`src/rtl/urt_pkg.sv`:
```
package urt_pkg;

    localparam int CNT_W = 16;
    localparam int PS_W  = 3;

    typedef enum logic [1:0] {
        SEL_CTRL   = 2'd0,
        SEL_RELOAD = 2'd1,
        SEL_COUNT  = 2'd2,
        SEL_NONE   = 2'd3
    } reg_sel_e;

    typedef struct packed {
        logic            flag;
        logic            ext;
        logic [4:0]      rsv;
        logic [PS_W-1:0] ps;
        logic            irq_en;
        logic            cap_sel;
        logic            dcen;
        logic            fall_edge;
        logic            src_ext;
        logic            run;
    } ctrl_t;

    // Low-bit mask selecting 2*ps bits of the prescale counter
    function automatic logic [2*((1<<PS_W)-1)-1:0] presc_mask(input logic [PS_W-1:0] ps);
        logic [2*((1<<PS_W)-1)-1:0] m;
        for (int i = 0; i < 2*((1<<PS_W)-1); i++) begin
            m[i] = (i < 2*int'(ps));
        end
        return m;
    endfunction

endpackage

```
`src/rtl/urt_prescaler.sv`:
```
module urt_prescaler
    import urt_pkg::*;
#(
    parameter int P_W = PS_W
) (
    input  logic           clk,
    input  logic           rst,
    input  logic           run,
    input  logic [P_W-1:0] ps,
    output logic           tick
);
    localparam int PRE_W = 2*((1<<P_W)-1);

    logic [PRE_W-1:0] presc_q;
    logic [PRE_W-1:0] mask;

    always_comb begin
        for (int i = 0; i < PRE_W; i++) begin
            mask[i] = (i < 2*int'(ps));
        end
    end

    always_ff @(posedge clk) begin
        if (rst || !run) presc_q <= '0;
        else             presc_q <= presc_q + 1'b1;
    end

    assign tick = run && ((presc_q & mask) == mask);

    // prescaler is back at zero after any idle cycle
    p_presc_restart_r5: assert property (@(posedge clk) disable iff (rst)
        !run |=> presc_q == '0);

endmodule

```
`src/rtl/urt_sync_edge.sv`:
```
module urt_sync_edge #(
    parameter int STAGES = 2
) (
    input  logic clk,
    input  logic rst,
    input  logic ext_clk_raw,
    input  logic dir_raw,
    output logic dir_sync,
    output logic rise,
    output logic fall
);
    logic [STAGES-1:0] ck_sh;
    logic [STAGES-1:0] dir_sh;
    logic              ck_prev;

    always_ff @(posedge clk) begin
        if (rst) begin
            ck_sh   <= '0;
            dir_sh  <= '0;
            ck_prev <= 1'b0;
        end else begin
            ck_sh   <= {ck_sh[STAGES-2:0], ext_clk_raw};
            dir_sh  <= {dir_sh[STAGES-2:0], dir_raw};
            ck_prev <= ck_sh[STAGES-1];
        end
    end

    assign dir_sync = dir_sh[STAGES-1];
    assign rise     = ck_sh[STAGES-1] & ~ck_prev;
    assign fall     = ~ck_sh[STAGES-1] & ck_prev;

    // an edge produces a single-cycle event pulse
    p_rise_pulse_r7: assert property (@(posedge clk) disable iff (rst)
        rise |=> !rise);
    p_fall_pulse_r7: assert property (@(posedge clk) disable iff (rst)
        fall |=> !fall);

endmodule

```
`src/rtl/urt_core.sv`:
```
module urt_core
    import urt_pkg::*;
(
    input  logic             clk,
    input  logic             rst,
    input  logic             wr_en,
    input  logic [1:0]       wr_sel,
    input  logic [CNT_W-1:0] wr_data,
    input  logic             tick,
    input  logic             rise,
    input  logic             fall,
    input  logic             dir_sync,
    output ctrl_t            ctrl,
    output logic [CNT_W-1:0] reload,
    output logic [CNT_W-1:0] count
);
    ctrl_t            ctrl_q;
    logic [CNT_W-1:0] rel_q;
    logic [CNT_W-1:0] cnt_q;
    logic [CNT_W-1:0] cnt_nxt;
    reg_sel_e         sel;
    logic             wr_ctrl, wr_rel, wr_cnt;
    logic             step, up, wrap;

    assign sel     = reg_sel_e'(wr_sel);
    assign wr_ctrl = wr_en && (sel == SEL_CTRL);
    assign wr_rel  = wr_en && (sel == SEL_RELOAD);
    assign wr_cnt  = wr_en && (sel == SEL_COUNT);

    assign step = ctrl_q.run && !ctrl_q.cap_sel &&
                  (ctrl_q.src_ext ? (ctrl_q.fall_edge ? fall : rise) : tick);
    assign up   = !ctrl_q.dcen || dir_sync;
    assign wrap = step && !wr_cnt && (up ? (cnt_q == rel_q) : (cnt_q == '0));

    always_comb begin
        cnt_nxt = cnt_q;
        if (wr_cnt) begin
            cnt_nxt = wr_data;
        end else if (step) begin
            if (up) cnt_nxt = wrap ? '0    : cnt_q + 1'b1;
            else    cnt_nxt = wrap ? rel_q : cnt_q - 1'b1;
        end
    end

    always_ff @(posedge clk) begin
        if (rst) begin
            ctrl_q <= '0;
            rel_q  <= '0;
            cnt_q  <= '0;
        end else begin
            cnt_q <= cnt_nxt;
            if (wr_rel) rel_q <= wr_data;
            if (wr_ctrl) begin
                ctrl_q      <= ctrl_t'(wr_data);
                ctrl_q.rsv  <= '0;
                ctrl_q.flag <= (wr_data[15] & ctrl_q.flag) | wrap;
                ctrl_q.ext  <= wr_data[14] ^ wrap;
            end else if (wrap) begin
                ctrl_q.flag <= 1'b1;
                ctrl_q.ext  <= ~ctrl_q.ext;
            end
        end
    end

    assign ctrl   = ctrl_q;
    assign reload = rel_q;
    assign count  = cnt_q;

    p_up_wrap_r2: assert property (@(posedge clk) disable iff (rst)
        step && up && !wr_cnt && cnt_q == rel_q |=> cnt_q == '0 && ctrl_q.flag);
    p_ext_toggle_r2: assert property (@(posedge clk) disable iff (rst)
        wrap && !wr_ctrl |=> ctrl_q.ext != $past(ctrl_q.ext));
    p_down_reload_r3: assert property (@(posedge clk) disable iff (rst)
        step && !up && !wr_cnt && cnt_q == '0 |=> cnt_q == $past(rel_q));
    p_down_step_r4: assert property (@(posedge clk) disable iff (rst)
        step && !up && !wr_cnt && cnt_q != '0 |=> cnt_q == $past(cnt_q) - 1'b1);
    p_hold_stopped_r6: assert property (@(posedge clk) disable iff (rst)
        !ctrl_q.run && !wr_cnt |=> $stable(cnt_q));
    p_flag_sticky_r8: assert property (@(posedge clk) disable iff (rst)
        ctrl_q.flag && !wr_ctrl |=> ctrl_q.flag);
    p_write_wins_r10: assert property (@(posedge clk) disable iff (rst)
        wr_cnt |=> cnt_q == $past(wr_data));
    p_cap_hold_r11: assert property (@(posedge clk) disable iff (rst)
        ctrl_q.cap_sel && !wr_cnt |=> $stable(cnt_q));

endmodule

```
`src/rtl/updown_reload_timer.sv`:
```
module updown_reload_timer
    import urt_pkg::*;
#(
    parameter int SYNC_STAGES = 2
) (
    input  logic             clk,
    input  logic             rst,
    input  logic             wr_en,
    input  logic [1:0]       wr_sel,
    input  logic [CNT_W-1:0] wr_data,
    input  logic [1:0]       rd_sel,
    output logic [CNT_W-1:0] rd_data,
    input  logic             ext_clk_in,
    input  logic             dir_in,
    output logic             irq
);
    ctrl_t            ctrl;
    logic [CNT_W-1:0] reload, count;
    logic             tick, rise, fall, dir_sync;

    urt_sync_edge #(.STAGES(SYNC_STAGES)) u_sync (
        .clk(clk), .rst(rst), .ext_clk_raw(ext_clk_in), .dir_raw(dir_in),
        .dir_sync(dir_sync), .rise(rise), .fall(fall)
    );

    urt_prescaler #(.P_W(PS_W)) u_presc (
        .clk(clk), .rst(rst), .run(ctrl.run), .ps(ctrl.ps), .tick(tick)
    );

    urt_core u_core (
        .clk(clk), .rst(rst), .wr_en(wr_en), .wr_sel(wr_sel), .wr_data(wr_data),
        .tick(tick), .rise(rise), .fall(fall), .dir_sync(dir_sync),
        .ctrl(ctrl), .reload(reload), .count(count)
    );

    always_comb begin
        case (reg_sel_e'(rd_sel))
            SEL_CTRL:   rd_data = ctrl;
            SEL_RELOAD: rd_data = reload;
            SEL_COUNT:  rd_data = count;
            default:    rd_data = '0;
        endcase
    end

    assign irq = ctrl.flag & ctrl.irq_en;

    // a request never appears without the enable
    p_irq_gated_r9: assert property (@(posedge clk) disable iff (rst)
        !ctrl.irq_en |-> !irq);

endmodule

```
`config.mk`:
```
export PLATFORM = sky130hd
export DESIGN_NAME = updown_reload_timer
export DESIGN_NICKNAME = d
export VERILOG_FILES = /design/src/rtl/urt_pkg.sv /design/src/rtl/urt_prescaler.sv /design/src/rtl/urt_sync_edge.sv /design/src/rtl/urt_core.sv /design/src/rtl/updown_reload_timer.sv
export SDC_FILE = /design/constraint.sdc
export NUM_CORES = 1
export LEC_CHECK = 0
export BUFFER_PORTS_ARGS = -buffer_cell sky130_fd_sc_hd__buf_2
export CORE_MARGIN = 4
export CORE_UTILIZATION = 35
export DETAILED_ROUTE_END_ITERATION = 10
export PLACE_DENSITY_LB_ADDON = 0.15
export SETUP_SLACK_MARGIN = 0.15
export SYNTH_ARGS = -nofsm -noshare
export SYNTH_HDL_FRONTEND = slang
export SYNTH_SLANG_ARGS = --single-unit
```
`constraint.sdc`:
```
create_clock -name clk -period 2.1 [get_ports clk]
set_input_delay 0.21 -clock clk [delete_from_list [all_inputs] [get_ports clk]]
set_output_delay 0.21 -clock clk [all_outputs]
set_load 0.01 [all_outputs]
```
==> summary.md <==
Once detail routing completed, the nets flagged for antenna violations numbered 0. The final reports fail on setup timing. Along the worst path, the maximum fanout reaches 6. Among all stages on the critical path, the largest delay is contributed by or3_1. After synthesis, the mean cell area works out to 7.52 sq um. The placed wire-length estimate was 9640 um; the maximum buffer depth of the clock tree was 2. For the worst flop-to-flop path, the logic depth is 9.

Together, buffers and inverters on the worst path number 3. For the count of hold buffers inserted by post-cts repair, the log shows 0. After the first detailed-routing iteration, the DRC count stood at 289. The run finished, with violations left. In this run the tightest slew margin relative to its limit is 65.8%. The placer congestion estimate came out at 0.909. The run gives 21,400 um as the global-route wire length before repair.

For this run, the total global-route usage over all layers was measured as 21.1%. Static timing analysis puts the maximum clock frequency at 466 MHz. Among cell families on the critical path, the largest total delay comes from simple AND/OR/NAND/NOR gates. For this design the top-level I/O count stands at 42. The initialized floorplan defines 38 standard-cell rows. The count of state elements after synthesis is 62.

The most common cell after layout, fill and taps aside was nand2_1. The number of instances on the worst hold path came out at 2. In the routed design, unresolved DRC markers number 0. The critical path in this run is classified as flip-flop to flip-flop. The die extent in y was 113 um. The top cell types in the final layout, fill and taps aside, are nand2_1, buf_4, nor2_1, dfxtp_1, buf_2. Number of synthesis warnings: 0. For this design, the sink count on the clock tree is 62. For the worst setup path, the data required time is 2.32 ns.

The critical path runs through a total of 9 cells. The tools report the total negative slack for setup checks as -0.240 ns. Setup violations remaining at the end of the flow were counted as 10. The path class of the tightest hold or removal check is input pin to flip-flop. The final layout net count was 643; the maximum level of the CTS H-tree was 3. The floorplan step set the die width to 113 um. Sequential elements use 32.2% of the synthesized area. Synthesized netlist cell count: 512. The synthesized design spends more area on one cell type than any other, namely dfxtp_1.

The initial antenna violation count is 0. The post-detailed-route wirelength per cell is 17.6 um. The proportion of netlist area held by the largest area contributor was 32.2%; the largest net degree at the start of global routing was 36. The number of global-route vias before repair came out at 3,933. The die covers 0.0127 sq mm. Clock-pin slew was measured on the worst setup and hold paths at 0.08 ns.

Clock latency on the worst-skew pair, taken at its later pin, is 0.35 ns. The tree is rooted in a clkbuf_8. The count of buffers added on input and output ports is 41. The cell area power density was 628 mW/mm^2; the starting density of the core was 35.7%. The first detailed-routing pass took 5 iterations. The tools report the total count of hold-check failures in the final report as 0. The mapped netlist covers 0.00385 sq mm. STA classifies the critical path endpoint as a flip-flop.

Setup repair after global routing could not meet its margin everywhere. Total overflow reported by the global router: 0. Registers take 0.00127 sq mm.

In the routed layout, each cell is associated on average with a via count of 5.47. The logs give 0 for the diode insertion count for antenna repair and 0 for the count of final max-slew check failures. For the number of CTS-inserted buffers, the log shows 9.

Data arrives at the worst endpoint at 2.36 ns. In this run the static leakage power is 0.00220 uW. The fraction of final layout cells with drive strength greater than 1 is 37.7%, and the delay of the slowest cell on the worst path is 0.39 ns.

Across the VDD grid, the largest voltage drop is 0.443 mV. Across the run, the number of max-cap violations was 0. The number of inserted filler cells in the final layout came out at 1,044. By area the synthesized netlist is led by dfxtp_1, nand2_1, xor2_1. Walking the worst path, the cells encountered are or3_1 > buf_4 > nor2_1 > and3_4 > buf_12 > buf_8 > o211ai_1 > xnor2_1 > nor2_1. Counting flops with an async set or reset pin after synthesis yields a share of 0%. For the final database, setup skew stands at 0.0151 ns. Of the available clock period, the critical path in the final layout requires 102%.

The wire length reported by the detailed router is 13,400 um, and the worst-case setup margin in the final layout is -0.0450 ns. TritonCTS built the clock tree. Number of synthesized flops with an enable pin: 0.

The post-synth net total is 540. The core region is 0.0108 sq mm. Summing over every cut layer, the via total after detailed routing is 4,155. The total design power was 3420 uW; the number of distinct library cell variants in the gate-level netlist after synthesis was 57.

The worst slack after detailed placement was -0.214 ns; the area of the multi-input gates was 0.00276 sq mm. The time the worst path needs with I/O delays and setup was 2.14 ns. The cell that appears most often on the critical path is nor2_1. Primary flip-flop cell chosen by synthesis mapping: dfxtp_1. From synthesis to final layout, the design area changed by 41.5%.

Critical path startpoint category: a flip-flop. At the pin with the least slew margin, the transition time is 0.513 ns.
where the power goes:
part	switching (uW)	internal (uW)	total, uW
sequential	43.4	1210	1260
clock	540	709	1250
combinational	475	440	915
total	1060	2360	3420
per-layer routing:
metal	share of wire [%]	vias up	track usage, %
met5	0	-	0
met4	1.3	0	5.69
li1	-	2004	-
met1	46	2015	29.5
met3	5.4	16	3.69
met2	47	120	33.5
flip-flops by register name, summed over array words and instances, names as in the netlist:
signal	count
u_core.ctrl	11
u_sync.ck_prev	1
u_presc.presc_q	14
u_core.count	16
u_sync.dir_sh	2
u_sync.ck_sh	2
u_core.reload	16
final cells by class:
type                       count  share of cell area, %
multi-input combinational    403                   50.6
sequential                    62                   23.4
timing repair buffer         133                   18.2
clock inverter                 6                   1.70
inverter                       6                  0.459
clock buffer                  10                   2.53
tap                          140                   3.21
kinds of logic after synthesis:
group / after synthesis / synth area share, %
muxes: 22 / 5.72
adders and majority gates: 3 / 0.975
buffers and inverters: 47 / 5.39
DFF: 62 / 32.2
AOI/OAI and AO/OA: 123 / 20.2
and+or+nand+nor: 216 / 26.6
xor gates and xnor gates: 39 / 8.87
path summary, 6_finish.rpt:
check / startpoint / endpoint / slack [ns]
hold reg to reg: u_sync.dir_sh[0] / u_sync.dir_sh[1] / 0.44
hold / removal: dir_in / u_sync.dir_sh[0] / 0.08
setup reg to reg: u_core.count[12] / u_core.ctrl[14] / -0.04
setup / recovery: u_core.count[12] / u_core.ctrl[14] / -0.04
synthesized netlist by cell type (all sizes together) (3+ instances only):
cell type	instances
nand2b	6
a22o	5
nor3	13
nand4	7
o22ai	3
a221oi	5
clkbuf	32
a31oi	3
ha	3
nor4	11
o31ai	6
nand2	84
nor2b	10
a211oi	4
nand3	15
buf	9
a21boi	7
a21oi	29
dfxtp	62
or2	4
xor2	27
xnor2	12
o21ai	44
nor2	49
or4	5
or3	3
mux2i	22
inv	6
metrics by stage:
stage / std cells / util (%) / hold slack (ns) / instance area, sq um
4_1_cts: 750 / 47.9 / 0.0640 / 5170
3_5_place_dp: 729 / 43.5 / 0.425 / 4690
6_report: 760 / 50.5 / 0.0772 / 5450
5_1_grt: 760 / 50.5 / 0.0733 / 5450
3_3_place_gp: 729 / 43.5 / 0.427 / 4690
2_1_floorplan: 512 / - / 0.316 / 3900
repair_timing:
| action | in CTS | in global routing |
|---|---|---|
| resized for setup | 57 | 54 |
| setup endpoints to repair | 18 | 18 |
| pin swaps | 24 | 30 |
| setup buffers | 5 | 10 |
Note: power is estimated with default switching activity, not from simulation.
